$ cat config.mk
export PLATFORM = sky130hd
export DESIGN_NAME = tdm_route_seq
export DESIGN_NICKNAME = d
export VERILOG_FILES = /design/src/rtl/tdm_route_pkg.sv /design/src/rtl/tdm_route_table.sv /design/src/rtl/tdm_route_walker.sv /design/src/rtl/tdm_route_seq.sv
export SDC_FILE = /design/constraint.sdc
export NUM_CORES = 2
export LEC_CHECK = 0
export CORE_MARGIN = 2
export CORE_UTILIZATION = 29
export DETAILED_ROUTE_END_ITERATION = 16
export GPL_TIMING_DRIVEN = 0
export SYNTH_ARGS = -nofsm -noshare
export SYNTH_HDL_FRONTEND = slang
export SYNTH_HIERARCHICAL = 1
export SYNTH_SLANG_ARGS = --single-unit
$ cat constraint.sdc
create_clock -name clk -period 10.7 [get_ports clk]
set_clock_uncertainty 0.1 [all_clocks]
set_input_delay 1.07 -clock clk [delete_from_list [all_inputs] [get_ports clk]]
set_output_delay 1.07 -clock clk [all_outputs]
set_load 0.01 [all_outputs]
$ cat src/rtl/tdm_route_pkg.sv
package tdm_route_pkg;
  localparam int DEST_W   = 3;
  localparam int NUM_CHAN = 5;
  localparam int NUM_DIR  = 2;

  typedef enum logic [DEST_W-1:0] {
    DST_IDLE = 3'd0,
    DST_CH1  = 3'd1,
    DST_CH2  = 3'd2,
    DST_CH3  = 3'd3,
    DST_CH4  = 3'd4,
    DST_CH5  = 3'd5
  } dest_e;

  function automatic logic dest_legal(input logic [DEST_W-1:0] d);
    return d <= DEST_W'(NUM_CHAN);
  endfunction
endpackage

$ cat src/rtl/tdm_route_table.sv
module tdm_route_table #(
  parameter int MAX_ENTRIES = 64,
  parameter int COUNT_W     = 7,
  parameter int IDX_W       = 6,
  parameter int LEN_W       = 7,
  parameter int DEST_W      = 3
) (
  input  logic               clk,
  input  logic               rst_n,
  input  logic               wr_en,
  input  logic [IDX_W-1:0]   wr_idx,
  input  logic [COUNT_W-1:0] wr_count,
  input  logic [DEST_W-1:0]  wr_dest,
  input  logic               wr_last,
  input  logic               swap,
  input  logic [IDX_W-1:0]   cur_idx,
  input  logic [IDX_W-1:0]   nxt_idx,
  output logic [DEST_W-1:0]  cur_dest,
  output logic [COUNT_W-1:0] nxt_count,
  output logic [COUNT_W-1:0] head_count,
  output logic [LEN_W-1:0]   shd_len,
  output logic [LEN_W-1:0]   act_len
);
  // shadow copy takes writes; working copy is loaded on swap
  logic [COUNT_W-1:0] shd_cnt_q [MAX_ENTRIES];
  logic [DEST_W-1:0]  shd_dst_q [MAX_ENTRIES];
  logic [COUNT_W-1:0] act_cnt_q [MAX_ENTRIES];
  logic [DEST_W-1:0]  act_dst_q [MAX_ENTRIES];
  logic [LEN_W-1:0]   shd_len_q, act_len_q;

  always_ff @(posedge clk or negedge rst_n) begin
    if (!rst_n) begin
      for (int i = 0; i < MAX_ENTRIES; i++) begin
        shd_cnt_q[i] <= '0;
        shd_dst_q[i] <= '0;
        act_cnt_q[i] <= '0;
        act_dst_q[i] <= '0;
      end
      shd_len_q <= '0;
      act_len_q <= '0;
    end else begin
      if (wr_en) begin
        shd_cnt_q[wr_idx] <= wr_count;
        shd_dst_q[wr_idx] <= wr_dest;
        if (wr_last) shd_len_q <= LEN_W'(wr_idx) + LEN_W'(1);
      end
      if (swap) begin
        act_cnt_q <= shd_cnt_q;
        act_dst_q <= shd_dst_q;
        act_len_q <= shd_len_q;
      end
    end
  end

  assign cur_dest   = act_dst_q[cur_idx];
  assign nxt_count  = act_cnt_q[nxt_idx];
  assign head_count = shd_cnt_q[0];
  assign shd_len    = shd_len_q;
  assign act_len    = act_len_q;
endmodule

$ cat src/rtl/tdm_route_walker.sv
module tdm_route_walker #(
  parameter int SLOT_W  = 8,
  parameter int COUNT_W = 7,
  parameter int IDX_W   = 6,
  parameter int LEN_W   = 7,
  parameter int DEST_W  = 3
) (
  input  logic               clk,
  input  logic               rst_n,
  input  logic               frame_start,
  input  logic               slot_strobe,
  input  logic [COUNT_W-1:0] head_count,
  input  logic [LEN_W-1:0]   shd_len,
  input  logic [LEN_W-1:0]   act_len,
  input  logic [DEST_W-1:0]  cur_dest,
  input  logic [COUNT_W-1:0] nxt_count,
  output logic [IDX_W-1:0]   cur_idx,
  output logic [IDX_W-1:0]   nxt_idx,
  output logic [DEST_W-1:0]  dest,
  output logic               active,
  output logic [SLOT_W-1:0]  slot
);
  logic [SLOT_W-1:0]  slot_q, slot_d;
  logic [IDX_W-1:0]   entry_q, entry_d;
  logic [COUNT_W-1:0] left_q, left_d;
  logic               done_q, done_d;
  logic               last_entry;

  assign last_entry = (LEN_W'(entry_q) + LEN_W'(1)) >= act_len;

  always_comb begin
    slot_d  = slot_q;
    entry_d = entry_q;
    left_d  = left_q;
    done_d  = done_q;
    if (frame_start) begin
      slot_d  = '0;
      entry_d = '0;
      left_d  = head_count;
      done_d  = (shd_len == '0);
    end else if (slot_strobe) begin
      slot_d = slot_q + SLOT_W'(1);
      if (!done_q) begin
        if (left_q <= COUNT_W'(1)) begin
          if (last_entry) begin
            done_d = 1'b1;
          end else begin
            entry_d = entry_q + IDX_W'(1);
            left_d  = nxt_count;
          end
        end else begin
          left_d = left_q - COUNT_W'(1);
        end
      end
    end
  end

  always_ff @(posedge clk or negedge rst_n) begin
    if (!rst_n) begin
      slot_q  <= '0;
      entry_q <= '0;
      left_q  <= '0;
      done_q  <= 1'b1;
    end else if (frame_start || slot_strobe) begin
      slot_q  <= slot_d;
      entry_q <= entry_d;
      left_q  <= left_d;
      done_q  <= done_d;
    end
  end

  assign cur_idx = entry_q;
  assign nxt_idx = entry_q + IDX_W'(1);
  assign dest    = done_q ? '0 : cur_dest;
  assign active  = (dest != '0);
  assign slot    = slot_q;
endmodule

$ cat src/rtl/tdm_route_seq.sv
module tdm_route_seq
  import tdm_route_pkg::*;
#(
  parameter int SLOT_W      = 8,
  parameter int MAX_ENTRIES = 64,
  parameter int MAX_RUN     = 64,
  parameter int FLAG_W      = 4,
  localparam int IDX_W      = $clog2(MAX_ENTRIES),
  localparam int LEN_W      = $clog2(MAX_ENTRIES + 1),
  localparam int COUNT_W    = $clog2(MAX_RUN + 1)
) (
  input  logic               clk,
  input  logic               rst_n,
  input  logic               frame_start,
  input  logic               slot_strobe,
  input  logic               wr_en,
  input  logic               wr_tx,
  input  logic [IDX_W-1:0]   wr_idx,
  input  logic [COUNT_W-1:0] wr_count,
  input  logic [DEST_W-1:0]  wr_dest,
  input  logic [FLAG_W-1:0]  wr_flags,
  input  logic               wr_last,
  output logic [DEST_W-1:0]  rx_dest,
  output logic               rx_active,
  output logic [SLOT_W-1:0]  rx_slot,
  output logic [DEST_W-1:0]  tx_dest,
  output logic               tx_active,
  output logic [SLOT_W-1:0]  tx_slot,
  output logic               wr_err
);
  logic wr_bad, err_q, err_d;
  logic [DEST_W-1:0] dest_w   [NUM_DIR];
  logic              active_w [NUM_DIR];
  logic [SLOT_W-1:0] slot_w   [NUM_DIR];

  // write screening: zero or oversized run, unknown channel, reserved bits set
  assign wr_bad = (wr_count == '0) || (wr_count > COUNT_W'(MAX_RUN)) ||
                  !dest_legal(wr_dest) || (wr_flags != '0);

  assign err_d = err_q | (wr_en & wr_bad);

  always_ff @(posedge clk or negedge rst_n) begin
    if (!rst_n) err_q <= 1'b0;
    else        err_q <= err_d;
  end

  for (genvar d = 0; d < NUM_DIR; d++) begin : g_dir
    logic [IDX_W-1:0]   cur_idx, nxt_idx;
    logic [DEST_W-1:0]  cur_dest;
    logic [COUNT_W-1:0] nxt_count, head_count;
    logic [LEN_W-1:0]   shd_len, act_len;
    logic               tbl_wr;

    assign tbl_wr = wr_en && !wr_bad && (wr_tx == d[0]);

    tdm_route_table #(
      .MAX_ENTRIES(MAX_ENTRIES), .COUNT_W(COUNT_W), .IDX_W(IDX_W),
      .LEN_W(LEN_W), .DEST_W(DEST_W)
    ) u_table (
      .clk(clk), .rst_n(rst_n), .wr_en(tbl_wr), .wr_idx(wr_idx),
      .wr_count(wr_count), .wr_dest(wr_dest), .wr_last(wr_last),
      .swap(frame_start), .cur_idx(cur_idx), .nxt_idx(nxt_idx),
      .cur_dest(cur_dest), .nxt_count(nxt_count), .head_count(head_count),
      .shd_len(shd_len), .act_len(act_len)
    );

    tdm_route_walker #(
      .SLOT_W(SLOT_W), .COUNT_W(COUNT_W), .IDX_W(IDX_W),
      .LEN_W(LEN_W), .DEST_W(DEST_W)
    ) u_walker (
      .clk(clk), .rst_n(rst_n), .frame_start(frame_start),
      .slot_strobe(slot_strobe), .head_count(head_count), .shd_len(shd_len),
      .act_len(act_len), .cur_dest(cur_dest), .nxt_count(nxt_count),
      .cur_idx(cur_idx), .nxt_idx(nxt_idx), .dest(dest_w[d]),
      .active(active_w[d]), .slot(slot_w[d])
    );
  end

  assign rx_dest   = dest_w[0];
  assign rx_active = active_w[0];
  assign rx_slot   = slot_w[0];
  assign tx_dest   = dest_w[1];
  assign tx_active = active_w[1];
  assign tx_slot   = slot_w[1];
  assign wr_err    = err_q;
endmodule

# Yosys cells after proc, flatten, opt, wreduce, memory -nomap -nowiden
# Index checks and enable logic that the tools add are counted.
# word_totals
register_bits	2633
latchBits	0
ram_bits	0
romBits	0
input_bits	27
out_inout_bits	25
word_cells	642
mem_count	0
# op_classes
add_sub_neg	9
n_mul	0
div	0
magnitude_cmp	12
n_eq_ne	6
shift	0
muxes	56
n_bitwise	8
n_reduce_logical	26
# op_table
cell	n
$bwmux W448	2
$bwmux W192	2
$mux W7	15
$bmux W7 S6	2
$mux W6	10
$demux W7 S6	1
$bmux W3 S6	2
$ge A7 B7 Y1 const B	5
$not A6 Y7	5
$mux W8	4
$add A6 B1 Y7 const B	3
$logic_not A7 Y1	3
$mux W3	7
$demux W3 S6	1
$add A8 B1 Y8 const B	2
$ge A7 B7 Y1	2
$le A7 B1 Y1 const B	2
$sub A7 B1 Y7 const B	2
$add A6 B1 Y6 const B	2
$mux W1	10
$reduce_and A5 Y1	2
$ne A2 B2 Y1 const B	4
$reduce_and A4 Y1	2
$gt A7 B7 Y1 const B	1
13 further kinds	26

# Depth between registers and ports, before layout
# logic_depth
ltp_word	10
ltp_mapped	14
ltp_nobuf	12

# Modules after synthesis
# Netlist, hierarchy kept.
# modules_own_cells
mod	n_inst	cells_per_inst	area_each_um2	seq_area_each_um2
tdm_route_table (g_dir[1].u_table)	1	3263	53610.2	32381.1
tdm_route_table (g_dir[0].u_table)	1	3283	53462.5	32381.1
tdm_route_walker (g_dir[0].u_walker)	1	178	1614.0	551.8
tdm_route_walker (g_dir[1].u_walker)	1	177	1596.5	551.8
tdm_route_seq	1	18	168.9	25.0

# Worst setup path after synthesis
# Ideal clock, no wire load.
# synth_timing
path_type	flip-flop to output port
from	register g_dir[1].u_walker.entry_q[0]
to	output tx_active
arrival_time_ns	2.534
t_required_ns	9.530
slack_ns	6.996
stages_incl_launch_ff	9
path_cell_list	dfrtp_1 > buf_2 > buf_2 > mux4_2 > o221ai_1 > o21ai_0 > a22o_1 > nor2b_1 > or3_1
# synth_between
elab_chain_cells	6
# synth_lines
item	line	text
start: declaration	tdm_route_walker.sv:24	logic [IDX_W-1:0] entry_q, entry_d;
start signal: assignment	tdm_route_walker.sv:66	entry_q <= entry_d;
$not A6 Y7 (not written as such)	tdm_route_table.sv:55	assign cur_dest = act_dst_q[cur_idx];
$bmux W3 S6	tdm_route_table.sv:55	
$mux W3 (not written as such) (2 in series)	tdm_route_table.sv:55	
named net g_dir[1].cur_dest[0]	tdm_route_seq.sv:49	logic [DEST_W-1:0] cur_dest;
$mux W3	tdm_route_walker.sv:74	assign dest = done_q ? '0 : cur_dest;
named net tx_dest[0]	tdm_route_seq.sv:26	output logic [DEST_W-1:0] tx_dest,
$reduce_bool A3 Y1	tdm_route_walker.sv:75	assign active = (dest != '0);
end: declaration	tdm_route_seq.sv:27	output logic tx_active,
# The timed path passes the listed nets, and every way through them passes these cells. The select of a mux whose other input is x is not followed.

# Final worst setup path
# layout_timing
from	register g_dir[1].u_walker.entry_q[1]
to	output tx_active
# layout_between
elab_chain_cells	6
# layout_lines
item	line
$not A6 Y7 (not written as such)	tdm_route_table.sv:55
$bmux W3 S6	tdm_route_table.sv:55
$mux W3 (not written as such) (2 in series)	tdm_route_table.sv:55
named net g_dir[1].cur_dest[0]	tdm_route_seq.sv:49
$mux W3	tdm_route_walker.sv:74
$reduce_bool A3 Y1	tdm_route_walker.sv:75
# The timed path passes the listed nets, and every way through them passes these cells. The select of a mux whose other input is x is not followed.

==> results.yml <==
run_status:
  status: "finished with violations"
  violations: "max-capacitance violations"
clock_tree:
  clock-sinks: 2633
  cts.hold.buffers_added: 0
  cts.htree.levels: 5
  clock_latency_ns: 0.91
  cts-root-buf: "clkbuf_16"
  clk_pin_slew_ns: 0.06
  cts_buffers: 293
  cts_buffer_depth: 4
  cts_resized: 0
  cts_tree: "done"
  cts_setup_buffers: 0
critical_path:
  worst-path-max-fanout: 10
  required_ns: 9.53
  crit_type: "register to primary output"
  cp-start-kind: "register"
  cp.arrival_ns: 4.82
  end_kind: "primary output"
place:
  gp_congestion: 0.887
  dp_hpwl_um: 216000
  dp_cells: 11999
  port_buffers: 49
yosys:
  ys_ff_latch: 2633
  synthCells: 6919
  synthMostInstantiatedCell: "dfrtp_1"
  synth_compound_area_share_pct: 1.79
  synth-simple-area-share_pct: 2.61
  synthFlopType: "dfrtp_1"
  synthMuxAreaShare_pct: 33.4
  synth_area_leaders: "dfrtp_1, mux2_2, mux4_2"
  synth_area_leader_cell: "dfrtp_1"
  avgSynthCellArea_um2: 16.0
  synth_edf_count: 0
  seq_area_frac_synth_pct: 59.7
  synthXorXnorAreaFrac_pct: 0.270
  yosys.area.top_type_share_pct: 59.6
  async_flop_share_pct: 100
  synth_adder_area_share_pct: 0.272
  syn_area_mm2: 0.110
  synthTopCellsByCount: "dfrtp_1, mux2_2, clkbuf_1"
  netlist-cell-type-count: 92
  synth_nets: 6970
  synth_top_family_by_area: "multiplexers"
  synth_warnings: 6
global_routing:
  track_usage_pct: 16.0
  grt_overflow: 0
  grt_max_degree: 198
  grt_pass1_vias: 66302
  grt_pass1_wl_um: 463000
  antenna_found_initial: 25
drt:
  firstDrtPassIters: 5
  wl_um: 314000
  avgViaCountPerCell: 4.99
  avgRoutedWirePerCell_um: 25.1
  drt_iter0_drc: 4540
  drc: 0
  vias: 62384
  antenna_left: 0
timing:
  worstMarginPinSlew_ns: 1.47
  hold_viol: 0
  tns_ns: 0
  final_max_slew_viol_count: 0
  relSlewSlack_pct: 1.25
  setup_viol: 0
  rsz0062_at_grt: "no"
  fin_crit_sh_pct: 56.0
  max_freq_ghz: 0.167
  min_period_ns: 5.99
power:
  ir_drop_v: 0.000125
  leakage_nw: 61.5
  powerDensity_mw_per_mm2: 175
floorplanning:
  core_area_mm2: 0.379
  dieHeight_um: 621
  die_w_um: 621
  rows: 226
  die_area_mm2: 0.386
  start_util_pct: 29.1
  io_pins: 52
cells_and_area:
  syn2layout_area_growth_pct: 15.2
  layoutNonFillerInstCount: 12513
  drive_gt1_share_pct: 47.2
  nFillCells: 36273
  nets: 7330
  utilization_pct: 33.6
worst_hold_path:
  min_path_type: "input pin to asynchronous set/reset pin"
flow_run:
  cap_violations: 1
==> worst max-delay path, stage by stage (launching register included) <==
cell	delay, ns
dfrtp_1	0.45
buf_2	0.24
buf_2	0.41
buf_2	0.49
mux4_2	0.32
o22ai_1	0.08
o21ai_0	0.60
a22o_1	0.22
nor2b_1	0.38
or3_1	0.18
clkdlybuf4s50_1	0.52
==> layout by cell type (no fill, tap or decap), drive strengths merged, types with 13 or more instances in the layout <==
cell type,n
dfrtp,2631
mux2,2602
clkbuf,742
mux4,316
buf,156
nor2,122
nand2,119
o21ai,62
clkinv,49
mux2i,48
clkdlybuf4s50,48
a21oi,43
inv,42
nand3,40
o22ai,36
nor2b,35
nor3,33
o221ai,31
ha,24
nand2b,22
xor2,21
and3,19
a22o,18
nand4,15
a31oi,14
a2111oi,14
bufinv,13
xnor2,13
nand3b,13
==> power breakdown <==
part	switching [W]	internal [W]	total, W
sequential	0.0000801	0.0100	0.0101
clock	0.00411	0.00591	0.0100
combinational	0.00142	0.000702	0.00213
total	0.00561	0.0166	0.0223
==> worst paths after layout <==
kind / start / endpoint / slack [ns] / cells past startpoint
setup / recovery: g_dir[1].u_walker/cur_idx[1] / tx_active / 4.71 / 10
hold / removal: rst_n / g_dir[1].u_table/act_dst_q[21] / 0.07 / 1
hold reg to reg: g_dir[1].u_table/shd_dst_q[178] / g_dir[1].u_table/act_dst_q[178] / 0.34 / 1
setup reg to reg: g_dir[0].u_walker/cur_idx[0] / g_dir[0].u_walker/left_q[6] / 4.90 / 13
min in group clk: g_dir[1].u_table/shd_dst_q[178] / g_dir[1].u_table/act_dst_q[178] / 0.34 / 1
max in group asynchronous: rst_n / g_dir[0].u_table/shd_cnt_q[222] / 6.48 / 5
==> cells by family (layout without fill, tap and decap cells) <==
group | after synthesis | in the layout
AO/OA/AOI/OAI | 285 | 285
XOR/XNOR | 34 | 34
adder cells (fa/ha/maj) | 24 | 24
buffers and inverters | 494 | 1064
flip-flops | 2633 | 2633
multiplexers | 2966 | 2966
other | 0 | 8
AND/OR/NAND/NOR | 483 | 483
==> layout make-up <==
cell class                 count  area [um2]  share of cell area, %
antenna                        8        20.0                 0.0157
sequential                  2633       65900                   51.8
clock buffer                 419        8620                   6.78
inverter                      30         113                 0.0885
clock inverter                86         921                  0.724
buffer                       464        2060                   1.62
tap                         5016        6280                   4.93
timing repair buffer          65         932                  0.733
multi-input combinational   3792       42400                   33.3
==> stage by stage <==
step / hold slack, ns / worst slack [ns] / area (um2) / total power [W]
6_report: 0.0725 / 4.71 / 127000 / 0.0223
5_1_grt: 0.0920 / 4.56 / 127000 / 0.0231
4_1_cts: 0.0589 / 4.62 / 127000 / 0.0225
3_5_place_dp: 0.370 / 4.42 / 118000 / 0.0124
3_3_place_gp: 0.362 / -106.15 / 117000 / 0.0125
2_1_floorplan: 0.352 / 7.00 / 110000 / 0.0115
==> layer usage <==
layer | global-route usage [%] | part of all wire, % | vias up
met5 | 0 | 0 | -
met4 | 6.21 | 4.1 | 0
met3 | 2.45 | 4.9 | 552
met2 | 26.1 | 48 | 1555
met1 | 21.3 | 43 | 34203
li1 | - | - | 26074
==> sequential cells by signal, summed over array words and instances, names as in the netlist <==
name	count
g_dir.u_table/act_len	14
g_dir.u_walker/done_q	2
g_dir.u_walker/cur_idx	12
g_dir.u_table/shd_len	14
g_dir.u_walker/left_q	14
wr_err	1
g_dir.u_table/shd_cnt_q	882
g_dir.u_table/shd_dst_q	384
g_dir.u_walker/slot	16
g_dir.u_table/act_dst_q	384
g_dir.u_table/head_count	14
g_dir.u_table/act_cnt_q	896
Note: power is estimated with default switching activity, not from simulation.
